===== src/rtl/dps_pkg.sv =====
package dps_pkg;

   typedef enum logic [2:0] {
      ADR_GRP1 = 3'd0,
      ADR_GRP2 = 3'd1,
      ADR_CTRL = 3'd2,
      ADR_CMP  = 3'd3,
      ADR_CLR  = 3'd4
   } dps_addr_e;

   typedef struct packed {
      logic irq_on_match;
      logic single_grp;
      logic edge_fall;
   } dps_ctrl_t;

   localparam int unsigned NUM_GRP = 2;

endpackage


===== src/rtl/dps_edge_det.sv =====
module dps_edge_det #(
   parameter int unsigned SYNC_STAGES = 2
) (
   input  logic clk_i,
   input  logic rst_ni,
   input  logic async_i,
   input  logic fall_sel_i,
   output logic edge_o
);

   localparam int unsigned SH_W = SYNC_STAGES + 1;

   logic [SH_W-1:0] shift_q;
   logic            cur_lvl;
   logic            prev_lvl;

   always_ff @(posedge clk_i or negedge rst_ni) begin
      if (!rst_ni) begin
         shift_q <= '0;
      end else begin
         shift_q <= {shift_q[SH_W-2:0], async_i};
      end
   end

   assign cur_lvl  = shift_q[SYNC_STAGES-1];
   assign prev_lvl = shift_q[SYNC_STAGES];

   always_comb begin
      if (fall_sel_i) edge_o = prev_lvl & ~cur_lvl;
      else            edge_o = cur_lvl & ~prev_lvl;
   end

endmodule


===== src/rtl/dps_group.sv =====
module dps_group #(
   parameter int unsigned PAT_W  = 8,
   parameter int unsigned STAGES = 10,
   localparam int unsigned IDX_W = $clog2(STAGES)
) (
   input  logic             clk_i,
   input  logic             rst_ni,
   input  logic             wr_i,
   input  logic [PAT_W-1:0] wr_data_i,
   input  logic             load_i,
   input  logic [IDX_W-1:0] rd_idx_i,
   output logic [PAT_W-1:0] rd_data_o
);

   localparam logic [IDX_W-1:0] LAST = IDX_W'(STAGES - 1);

   logic [PAT_W-1:0] wr_mem   [STAGES];
   logic [PAT_W-1:0] play_mem [STAGES];
   logic [IDX_W-1:0] wptr_q;

   always_ff @(posedge clk_i or negedge rst_ni) begin
      if (!rst_ni) begin
         wptr_q <= '0;
         for (int i = 0; i < int'(STAGES); i++) begin
            wr_mem[i]   <= '0;
            play_mem[i] <= '0;
         end
      end else begin
         if (load_i) begin
            for (int i = 0; i < int'(STAGES); i++) play_mem[i] <= wr_mem[i];
         end
         if (wr_i) begin
            wr_mem[wptr_q] <= wr_data_i;
            wptr_q         <= (wptr_q == LAST) ? '0 : wptr_q + IDX_W'(1);
         end
      end
   end

   // Stage 0 is read from the live store, since the snapshot is taken on that step.
   assign rd_data_o = (rd_idx_i == '0) ? wr_mem[0] : play_mem[rd_idx_i];

endmodule


===== src/rtl/dps_seq.sv =====
module dps_seq #(
   parameter int unsigned PAT_W  = 8,
   parameter int unsigned STAGES = 10,
   localparam int unsigned IDX_W = $clog2(STAGES)
) (
   input  logic             clk_i,
   input  logic             rst_ni,
   input  logic             adv_i,
   input  logic             single_i,
   input  logic             restart_i,
   input  logic [PAT_W-1:0] g1_data_i,
   input  logic [PAT_W-1:0] g2_data_i,
   output logic [IDX_W-1:0] rd_idx_o,
   output logic             nxt_grp_o,
   output logic [1:0]       load_o,
   output logic [PAT_W-1:0] pat_o,
   output logic             flag_o
);

   localparam logic [IDX_W-1:0] LAST = IDX_W'(STAGES - 1);

   logic [IDX_W-1:0] idx_q;
   logic             grp_q;
   logic             rd_grp;
   logic             step;

   assign rd_grp = single_i ? 1'b0 : grp_q;
   assign step   = adv_i & ~restart_i;

   assign load_o[0] = step & (idx_q == '0) & ~rd_grp;
   assign load_o[1] = step & (idx_q == '0) &  rd_grp;

   always_ff @(posedge clk_i or negedge rst_ni) begin
      if (!rst_ni) begin
         idx_q  <= '0;
         grp_q  <= 1'b0;
         flag_o <= 1'b0;
         pat_o  <= '0;
      end else if (restart_i) begin
         idx_q  <= '0;
         grp_q  <= 1'b0;
         flag_o <= 1'b0;
      end else if (adv_i) begin
         pat_o  <= rd_grp ? g2_data_i : g1_data_i;
         flag_o <= rd_grp;
         if (idx_q == LAST) begin
            idx_q <= '0;
            grp_q <= single_i ? 1'b0 : ~rd_grp;
         end else begin
            idx_q <= idx_q + IDX_W'(1);
            grp_q <= rd_grp;
         end
      end
   end

   assign rd_idx_o  = idx_q;
   assign nxt_grp_o = grp_q;

endmodule


===== src/rtl/dps_irq.sv =====
module dps_irq (
   input  logic clk_i,
   input  logic rst_ni,
   input  logic on_match_i,
   input  logic match_i,
   input  logic strobe_i,
   input  logic clr_i,
   output logic irq_o,
   output logic sticky_o
);

   logic src;
   logic src_d;
   logic rise;

   assign src  = on_match_i ? match_i : strobe_i;
   assign rise = src & ~src_d;

   always_ff @(posedge clk_i or negedge rst_ni) begin
      if (!rst_ni) begin
         src_d    <= 1'b0;
         irq_o    <= 1'b0;
         sticky_o <= 1'b0;
      end else begin
         src_d    <= src;
         irq_o    <= rise;
         sticky_o <= rise | (sticky_o & ~clr_i);
      end
   end

endmodule


===== src/rtl/dual_pattern_seq.sv =====
module dual_pattern_seq
   import dps_pkg::*;
#(
   parameter int unsigned PAT_W       = 8,
   parameter int unsigned STAGES      = 10,
   parameter int unsigned SYNC_STAGES = 2
) (
   input  logic             clk_i,
   input  logic             rst_ni,
   input  logic             wr_en_i,
   input  logic [2:0]       wr_addr_i,
   input  logic [PAT_W-1:0] wr_data_i,
   input  logic             pulse_i,
   input  logic             strobe_i,
   output logic [PAT_W-1:0] pat_o,
   output logic             grp_flag_o,
   output logic             irq_o,
   output logic             irq_sticky_o
);

   localparam int unsigned IDX_W = $clog2(STAGES);

   initial begin : p_param_chk
      assert (STAGES >= 2) else $error("STAGES must be at least 2");
      assert (PAT_W >= 3) else $error("PAT_W must hold the control bits");
      assert (SYNC_STAGES >= 2) else $error("SYNC_STAGES must be at least 2");
   end

   dps_ctrl_t        ctrl_q;
   logic [PAT_W-1:0] cmp_q;
   logic             wr_ctrl;
   logic             restart;
   logic             single_q;
   logic             adv;
   logic             match;
   logic             clr;
   logic [IDX_W-1:0] nxt_idx;
   logic             nxt_grp;
   logic [1:0]       grp_load;
   logic [1:0]       grp_wr;
   logic [PAT_W-1:0] grp_rd [NUM_GRP];

   assign wr_ctrl  = wr_en_i && (wr_addr_i == ADR_CTRL);
   assign restart  = wr_ctrl && ctrl_q.single_grp && !wr_data_i[1];
   assign single_q = ctrl_q.single_grp;
   assign clr      = wr_en_i && (wr_addr_i == ADR_CLR) && wr_data_i[0];

   always_ff @(posedge clk_i or negedge rst_ni) begin
      if (!rst_ni) begin
         ctrl_q <= '0;
         cmp_q  <= '0;
      end else if (wr_en_i) begin
         if (wr_addr_i == ADR_CTRL) ctrl_q <= dps_ctrl_t'(wr_data_i[2:0]);
         if (wr_addr_i == ADR_CMP)  cmp_q  <= wr_data_i;
      end
   end

   dps_edge_det #(.SYNC_STAGES(SYNC_STAGES)) edge_i (
      .clk_i      (clk_i),
      .rst_ni     (rst_ni),
      .async_i    (pulse_i),
      .fall_sel_i (ctrl_q.edge_fall),
      .edge_o     (adv)
   );

   assign grp_wr[0] = wr_en_i && (wr_addr_i == ADR_GRP1);
   assign grp_wr[1] = wr_en_i && (wr_addr_i == ADR_GRP2);

   for (genvar g = 0; g < int'(NUM_GRP); g++) begin : g_grp
      dps_group #(.PAT_W(PAT_W), .STAGES(STAGES)) grp_i (
         .clk_i     (clk_i),
         .rst_ni    (rst_ni),
         .wr_i      (grp_wr[g]),
         .wr_data_i (wr_data_i),
         .load_i    (grp_load[g]),
         .rd_idx_i  (nxt_idx),
         .rd_data_o (grp_rd[g])
      );
   end

   dps_seq #(.PAT_W(PAT_W), .STAGES(STAGES)) seq_i (
      .clk_i     (clk_i),
      .rst_ni    (rst_ni),
      .adv_i     (adv),
      .single_i  (single_q),
      .restart_i (restart),
      .g1_data_i (grp_rd[0]),
      .g2_data_i (grp_rd[1]),
      .rd_idx_o  (nxt_idx),
      .nxt_grp_o (nxt_grp),
      .load_o    (grp_load),
      .pat_o     (pat_o),
      .flag_o    (grp_flag_o)
   );

   assign match = (pat_o == cmp_q);

   dps_irq irq_i (
      .clk_i      (clk_i),
      .rst_ni     (rst_ni),
      .on_match_i (ctrl_q.irq_on_match),
      .match_i    (match),
      .strobe_i   (strobe_i),
      .clr_i      (clr),
      .irq_o      (irq_o),
      .sticky_o   (irq_sticky_o)
   );

endmodule


===== config.mk =====
export PLATFORM = sky130hd
export DESIGN_NAME = dual_pattern_seq
export DESIGN_NICKNAME = d
export VERILOG_FILES = /design/src/rtl/dps_pkg.sv /design/src/rtl/dps_edge_det.sv /design/src/rtl/dps_group.sv /design/src/rtl/dps_seq.sv /design/src/rtl/dps_irq.sv /design/src/rtl/dual_pattern_seq.sv
export SDC_FILE = /design/constraint.sdc
export NUM_CORES = 1
export LEC_CHECK = 0
export CORE_AREA = 2 2 198 200
export CTS_BUF_LIST = sky130_fd_sc_hd__clkbuf_4
export DETAILED_ROUTE_END_ITERATION = 10
export DIE_AREA = 0 0 200 202
export HOLD_SLACK_MARGIN = 0.15
export SETUP_SLACK_MARGIN = 0.4
export SYNTH_ARGS = -nofsm -noshare
export SYNTH_HDL_FRONTEND = slang
export SYNTH_SLANG_ARGS = --single-unit
export TNS_END_PERCENT = 50

===== constraint.sdc =====
create_clock -name clk_i -period 2.9 [get_ports clk_i]
set_clock_uncertainty 0.2 [all_clocks]
set_input_delay 0.58 -clock clk_i [delete_from_list [all_inputs] [get_ports clk_i]]
set_output_delay 0.58 -clock clk_i [all_outputs]
set_load 0.01 [all_outputs]

==> flow_summary.ini, run 1 <==
[status]
status = complete, no violations

[logic_synthesis]
synth.yosys.seq_area_share = 0.567
ys_ff_latch = 343
synthXorXnorAreaFrac = 0.00752
synth_compound_area_frac = 0.0411
synthAdderAreaFrac = 0
avgSynthCellArea_um2 = 15.0
syn_nets = 1022
synth_cell_types = 66
synth_area_mm2 = 0.0151
synth-simple-area-share = 0.0435
synth_ff_type = dfrtp_1
synth_edf_count = 0
synth_top_family_by_area = multiplexers
synthMuxAreaShare = 0.305
yosysWarnings = 0
synthArstFlopShare = 1.00
synthCells = 1006

[cells_and_area]
drive_gt1_frac = 0.464
final_common_cell = dfrtp_1
multi_input_area_mm2 = 0.00602
mostFrequentLayoutCells = dfrtp_1 (340), mux2_2 (235), clkbuf_4 (128)
area_growth_pct = 14.7
finalNetCount = 1147
nFillCells = 3441
regArea_mm2 = 0.00859

[sta]
slew-limit-headroom = 0.512
period_needed_ns = 2.42
fmax_mhz = 414
fin_crit_sh = 0.833
setup_viol = 0
final.setup.worst_slack_ns = 0.483
hold_viol = 0
rsz0062_at_grt = true
drv_slew = 0
worst_slew_pin_slew_ns = 0.730

[clocking]
numCtsBuffers = 91
clockRootBuffer = clkbuf_4
ctsHtreeMaxLevel = 3
tritoncts = built
clock-sinks = 343
clockBufferDepth = 3
insertion_delay_ns = 0.75
clkTransAtPathRegs_ns = 0.06

[worst_setup_path]
cp_common_cell = dlygate4sd3_1
slowest_delay_ns = 1.07
path_cells = dlygate4sd3_1, dlygate4sd3_1, buf_8, dlygate4sd3_1
path_max_fanout = 16
crit_slowest_cell = dlygate4sd3_1
crit_family = buffers and inverters
cp-start-kind = input port
path_class = in -> async
crit_buf_inv = 4
worst_setup_path_end_kind = async pin
cp.arrival_ns = 3.00
crit_required_ns = 3.49

[hold_path]
hold_class = reg -> reg

[detailed_routing]
wl_per_cell_um = 20.5
dr.pass1.iters = 4
vias = 8717
first_iter_violations = 415
via_per_inst = 5.12
wl_um = 34900
ant_nets = 0
drcViolationCount = 0

[placed_design]
preCtsSetupSlack_ns = -0.131
portBuffers = 26
hpwl_um = 21700
routabilityCongestion = 0.804

[grt]
grt.total_usage = 0.182
grt_pass1_wl_um = 55300
grt_max_degree = 56
grt_overflow = 0
antenna_found_initial = 2
grt_pass1_vias = 9267

[power]
swShare = 0.304
p_per_area_mw_per_mm2 = 745
leakagePower_uw = 0.00867
pwr-share-clk = 0.317
p_comb_frac = 0.206
power_uw = 12900
net-switching-power_uw = 3930
seqPwrFrac = 0.477
ir_worst_vdd_mv = 0.350
internal_power_uw = 9010

[job]
cap_violations = 0

[floorplanning]
die_w_um = 200
die-height_um = 202
pin_count = 27
die-area_mm2 = 0.0404
fp-row-count = 72
start_util = 0.395
core_mm2 = 0.0383
==> stage by stage <==
step,instances,cell area (um2),setup TNS [ns],hold WS (ns),util
final,1701,17400,0,0.152,0.454
after global routing,1701,17400,0,0.166,0.454
after CTS,1697,17300,0,0.154,0.452
after detailed placement,1546,16200,-2.67,0.140,0.422
after global placement,1546,16200,-0.715,0.136,0.422
after floorplan,1006,15100,0,0.0844,-
==> layout make-up <==
cell class | count | share of cell area
clock inverters | 15 | 0.00692
diodes | 2 | 0.000288
well taps | 518 | 0.0373
flip-flops and latches | 343 | 0.495
multi-input cells | 586 | 0.346
clock buffers | 128 | 0.0553
inverters | 15 | 0.00324
repair buffers | 94 | 0.0558
==> layer usage <==
layer  global-route usage  share of wire  up-vias
met5                    0              0        -
met3               0.0424          0.039       52
met1                0.260           0.49     4561
li1                     -              -     3939
met2                0.270           0.45      165
met4               0.0627          0.020        0
==> power groups by stage <==
stage,Clock (uW),Combinational [uW],Sequential [uW]
after floorplan,0,1950,5930
after global placement,0,2520,6260
after detailed placement,0,2560,6290
after CTS,4270,2600,6200
after global routing,4530,2890,6280
final,4100,2670,6170
==> Yosys cell counts (8+ instances only) <==
master,n,share of area
dfrtp_1,343,0.57
mux2_2,235,0.17
mux2_4,80,0.079
mux2i_1,47,0.031
clkbuf_1,27,0.0067
o21ai_0,23,0.0076
nor2_1,21,0.0052
inv_1,14,0.0035
o22ai_1,14,0.0058
nand2_1,13,0.0032
buf_2,12,0.0040
mux4_2,11,0.016
nand3_1,11,0.0036
and2_1,9,0.0037
buf_12,9,0.012
nor3_1,9,0.0030
xor2_1,8,0.0046
==> flip-flops by register name, summed over array words and instances (netlist names) <==
register,count
g_grp.grp_i.play_mem,144
seq_i.nxt_grp_o,1
edge_i.shift_q,3
single_q,1
g_grp.grp_i.wr_mem,160
irq_i.src_d,1
seq_i.pat_o,8
irq_i.irq_o,1
seq_i.rd_idx_o,4
seq_i.flag_o,1
irq_i.sticky_o,1
g_grp.grp_i.wptr_q,8
ctrl_q,2
cmp_q,8
==> path summary, 6_finish.rpt <==
check | start | endpoint | slack, ns | cells after the start
max | rst_ni | g_grp[1].grp_i.wr_mem[45]$_DFFE_PN0P_ | 0.48 | 4
min | edge_i.shift_q[0]$_DFF_PN0_ | edge_i.shift_q[1]$_DFF_PN0_ | 0.15 | 0
max reg2reg | seq_i.rd_idx_o[0]$_DFFE_PN0P_ | seq_i.pat_o[7]$_DFFE_PN0P_ | 0.51 | 4
min reg2reg | edge_i.shift_q[0]$_DFF_PN0_ | edge_i.shift_q[1]$_DFF_PN0_ | 0.15 | 0
max in group clk_i | irq_i.sticky_o$_DFF_PN0_ | irq_sticky_o | 0.49 | 1
min in group asynchronous | rst_ni | g_grp[1].grp_i.play_mem[57]$_DFFE_PN0P_ | 0.64 | 3
==> kinds of logic (layout without fill, tap and decap cells) <==
| logic type | after synthesis | in the layout |
|---|---|---|
| flip-flops | 343 | 343 |
| other | 0 | 2 |
| multiplexers | 378 | 378 |
| AND/OR/NAND/NOR | 107 | 107 |
| buffers and inverters | 77 | 252 |
| AO/OA/AOI/OAI | 88 | 88 |
| XOR/XNOR | 13 | 13 |
==> what timing repair did <==
item	4_1_cts	5_1_grt
endpoints found under the hold margin	344	0
buffers inserted	3	2
hold buffers	5	0
endpoints found under the setup margin	12	72
gates resized for setup	6	5
Power figures use the tool's default switching activity.
==> run 2: changes to the inputs <==
==> constraint.sdc (replaced) <==
create_clock -name clk_i -period 2.4 [get_ports clk_i]
set_clock_uncertainty 0.2 [all_clocks]
set_input_delay 0.48 -clock clk_i [delete_from_list [all_inputs] [get_ports clk_i]]
set_output_delay 0.48 -clock clk_i [all_outputs]
set_load 0.01 [all_outputs]
==> flow_summary.ini, run 2 (synthesis results as in run 1) <==
[status]
status = complete, no violations

[grt]
grt.total_usage = 0.185
grt_overflow = 0
grt_max_degree = 65
antenna_found_initial = 1
grt_pass1_wl_um = 56500
grt_pass1_vias = 9553

[sta]
rsz0062_at_grt = true
period_needed_ns = 2.26
worst_slew_pin_slew_ns = 0.541
drv_slew = 0
slew-limit-headroom = 0.636
fin_crit_sh = 0.942
setup_viol = 0
hold_viol = 0
fmax_mhz = 443
finalSetupTns_ns = 0
final.setup.worst_slack_ns = 0.140

[placed_design]
portBuffers = 26
placed_cells = 1563
preCtsSetupSlack_ns = -0.419
hpwl_um = 21900
routabilityCongestion = 0.776

[cells_and_area]
mostFrequentLayoutCells = dfrtp_1 (336), mux2_2 (235), clkbuf_4 (138)
instances_no_fill = 1776
regMostFlops = g_grp.grp_i.wr_mem
nFillCells = 3319
multi_input_area_mm2 = 0.00637
largest_reg_flops = 160
reg_top3 = g_grp.grp_i.wr_mem x160, g_grp.grp_i.play_mem x144
finalNetCount = 1205
final_common_cell = dfrtp_1
area_growth_pct = 22.3
drive_gt1_frac = 0.539
regArea_mm2 = 0.00860
post-route-util = 0.484

[detailed_routing]
dr.pass1.iters = 5
ant_nets = 0
drcViolationCount = 0
vias = 9111
via_per_inst = 5.13
first_iter_violations = 431
wl_per_cell_um = 20.5
wl_um = 36500

[clocking]
tritoncts = built
clockRootBuffer = clkbuf_4
numCtsBuffers = 92
clkTransAtPathRegs_ns = 0.06
ctsHtreeMaxLevel = 3
clock-sinks = 343
clockBufferDepth = 3
insertion_delay_ns = 0.74

[hold_path]
hold_class = reg -> reg
holdPathStages = 0

[worst_setup_path]
cp-start-kind = register
slowest_delay_ns = 0.43
path_cells = or3b_4, a22oi_4, and3_4, buf_12, buf_12, mux2_4
worst_setup_path_end_kind = register
r2r_cells = 6
cp.arrival_ns = 2.66
cp_common_cell = buf_12
crit_slowest_cell = dfrtp_1
crit_required_ns = 2.80
path_class = reg -> reg
path_max_fanout = 15

[floorplanning]
die_w_um = 200
fp-row-count = 72
die-height_um = 202
die-area_mm2 = 0.0404
core_mm2 = 0.0383
start_util = 0.395
pin_count = 27

[power]
p_per_area_mw_per_mm2 = 915
ir_worst_vdd_mv = 0.296
leakagePower_uw = 0.00905

[job]
cap_violations = 0
==> run 2: timing repair <==
| action | in CTS | in global routing |
|---|---|---|
| pin swaps | 18 | 5 |
| hold buffers | 3 | 0 |
| endpoints found under the hold margin | 344 | 0 |
| cloned | 5 | 5 |
| setup endpoints to repair | 171 | 211 |
| resized for setup | 123 | 6 |
| setup buffers | 30 | 7 |
==> run 2: path summary, 6_finish.rpt <==
path	from	end	slack [ns]
max	ctrl_q[0]$_DFFE_PN0N_	g_grp[0].grp_i.play_mem[29]$_DFFE_PN0P_	0.14
min	edge_i.shift_q[0]$_DFF_PN0_	edge_i.shift_q[1]$_DFF_PN0_	0.19
max reg2reg	ctrl_q[0]$_DFFE_PN0N_	g_grp[0].grp_i.play_mem[29]$_DFFE_PN0P_	0.14
min reg2reg	edge_i.shift_q[0]$_DFF_PN0_	edge_i.shift_q[1]$_DFF_PN0_	0.19
max in group asynchronous	rst_ni	g_grp[1].grp_i.play_mem[17]$_DFFE_PN0P_	0.66
min in group asynchronous	rst_ni	g_grp[1].grp_i.wr_mem[32]$_DFFE_PN0P_	0.60
==> run 2: metal layers <==
metal | vias up | track usage | routed length (um)
li1 | 4089 | - | -
met1 | 4779 | 0.257 | 16900
met2 | 194 | 0.289 | 17300
met3 | 49 | 0.0375 | 1480
met4 | 0 | 0.0651 | 759
met5 | - | 0 | 0
==> run 2: power breakdown <==
group	switching, uW	internal, uW
clock network	2350	2720
registers	670	6670
logic	2180	2360
total	5200	11700
==> run 2: area by class of cell <==
cell class	count	area share
Inverter	15	0.00311
Antenna cell	2	0.000270
Tap cell	518	0.0350
Clock buffer	138	0.0559
Sequential cell	343	0.464
Multi-Input combinational cell	586	0.344
Clock inverter	23	0.00642
Timing Repair Buffer	151	0.0910
==> run 2: worst max-delay path: cells and delay by family, from the launching register on <==
| family | cells | cell delay, ns |
|---|---|---|
| buffers and inverters | 2 | 0.34 |
| AO/OA/AOI/OAI | 1 | 0.18 |
| AND/OR/NAND/NOR | 2 | 0.67 |
| multiplexers | 1 | 0.31 |
| flip-flops | 1 | 0.43 |
==> run 2: stage by stage <==
step,power (uW),hold slack (ns),area [um2]
final,16900,0.193,18500
after global placement,10900,0.192,16400
after detailed placement,11000,0.187,16400
after CTS,17000,0.201,18300
after global routing,17900,0.207,18500
after floorplan,9560,-0.0156,15200
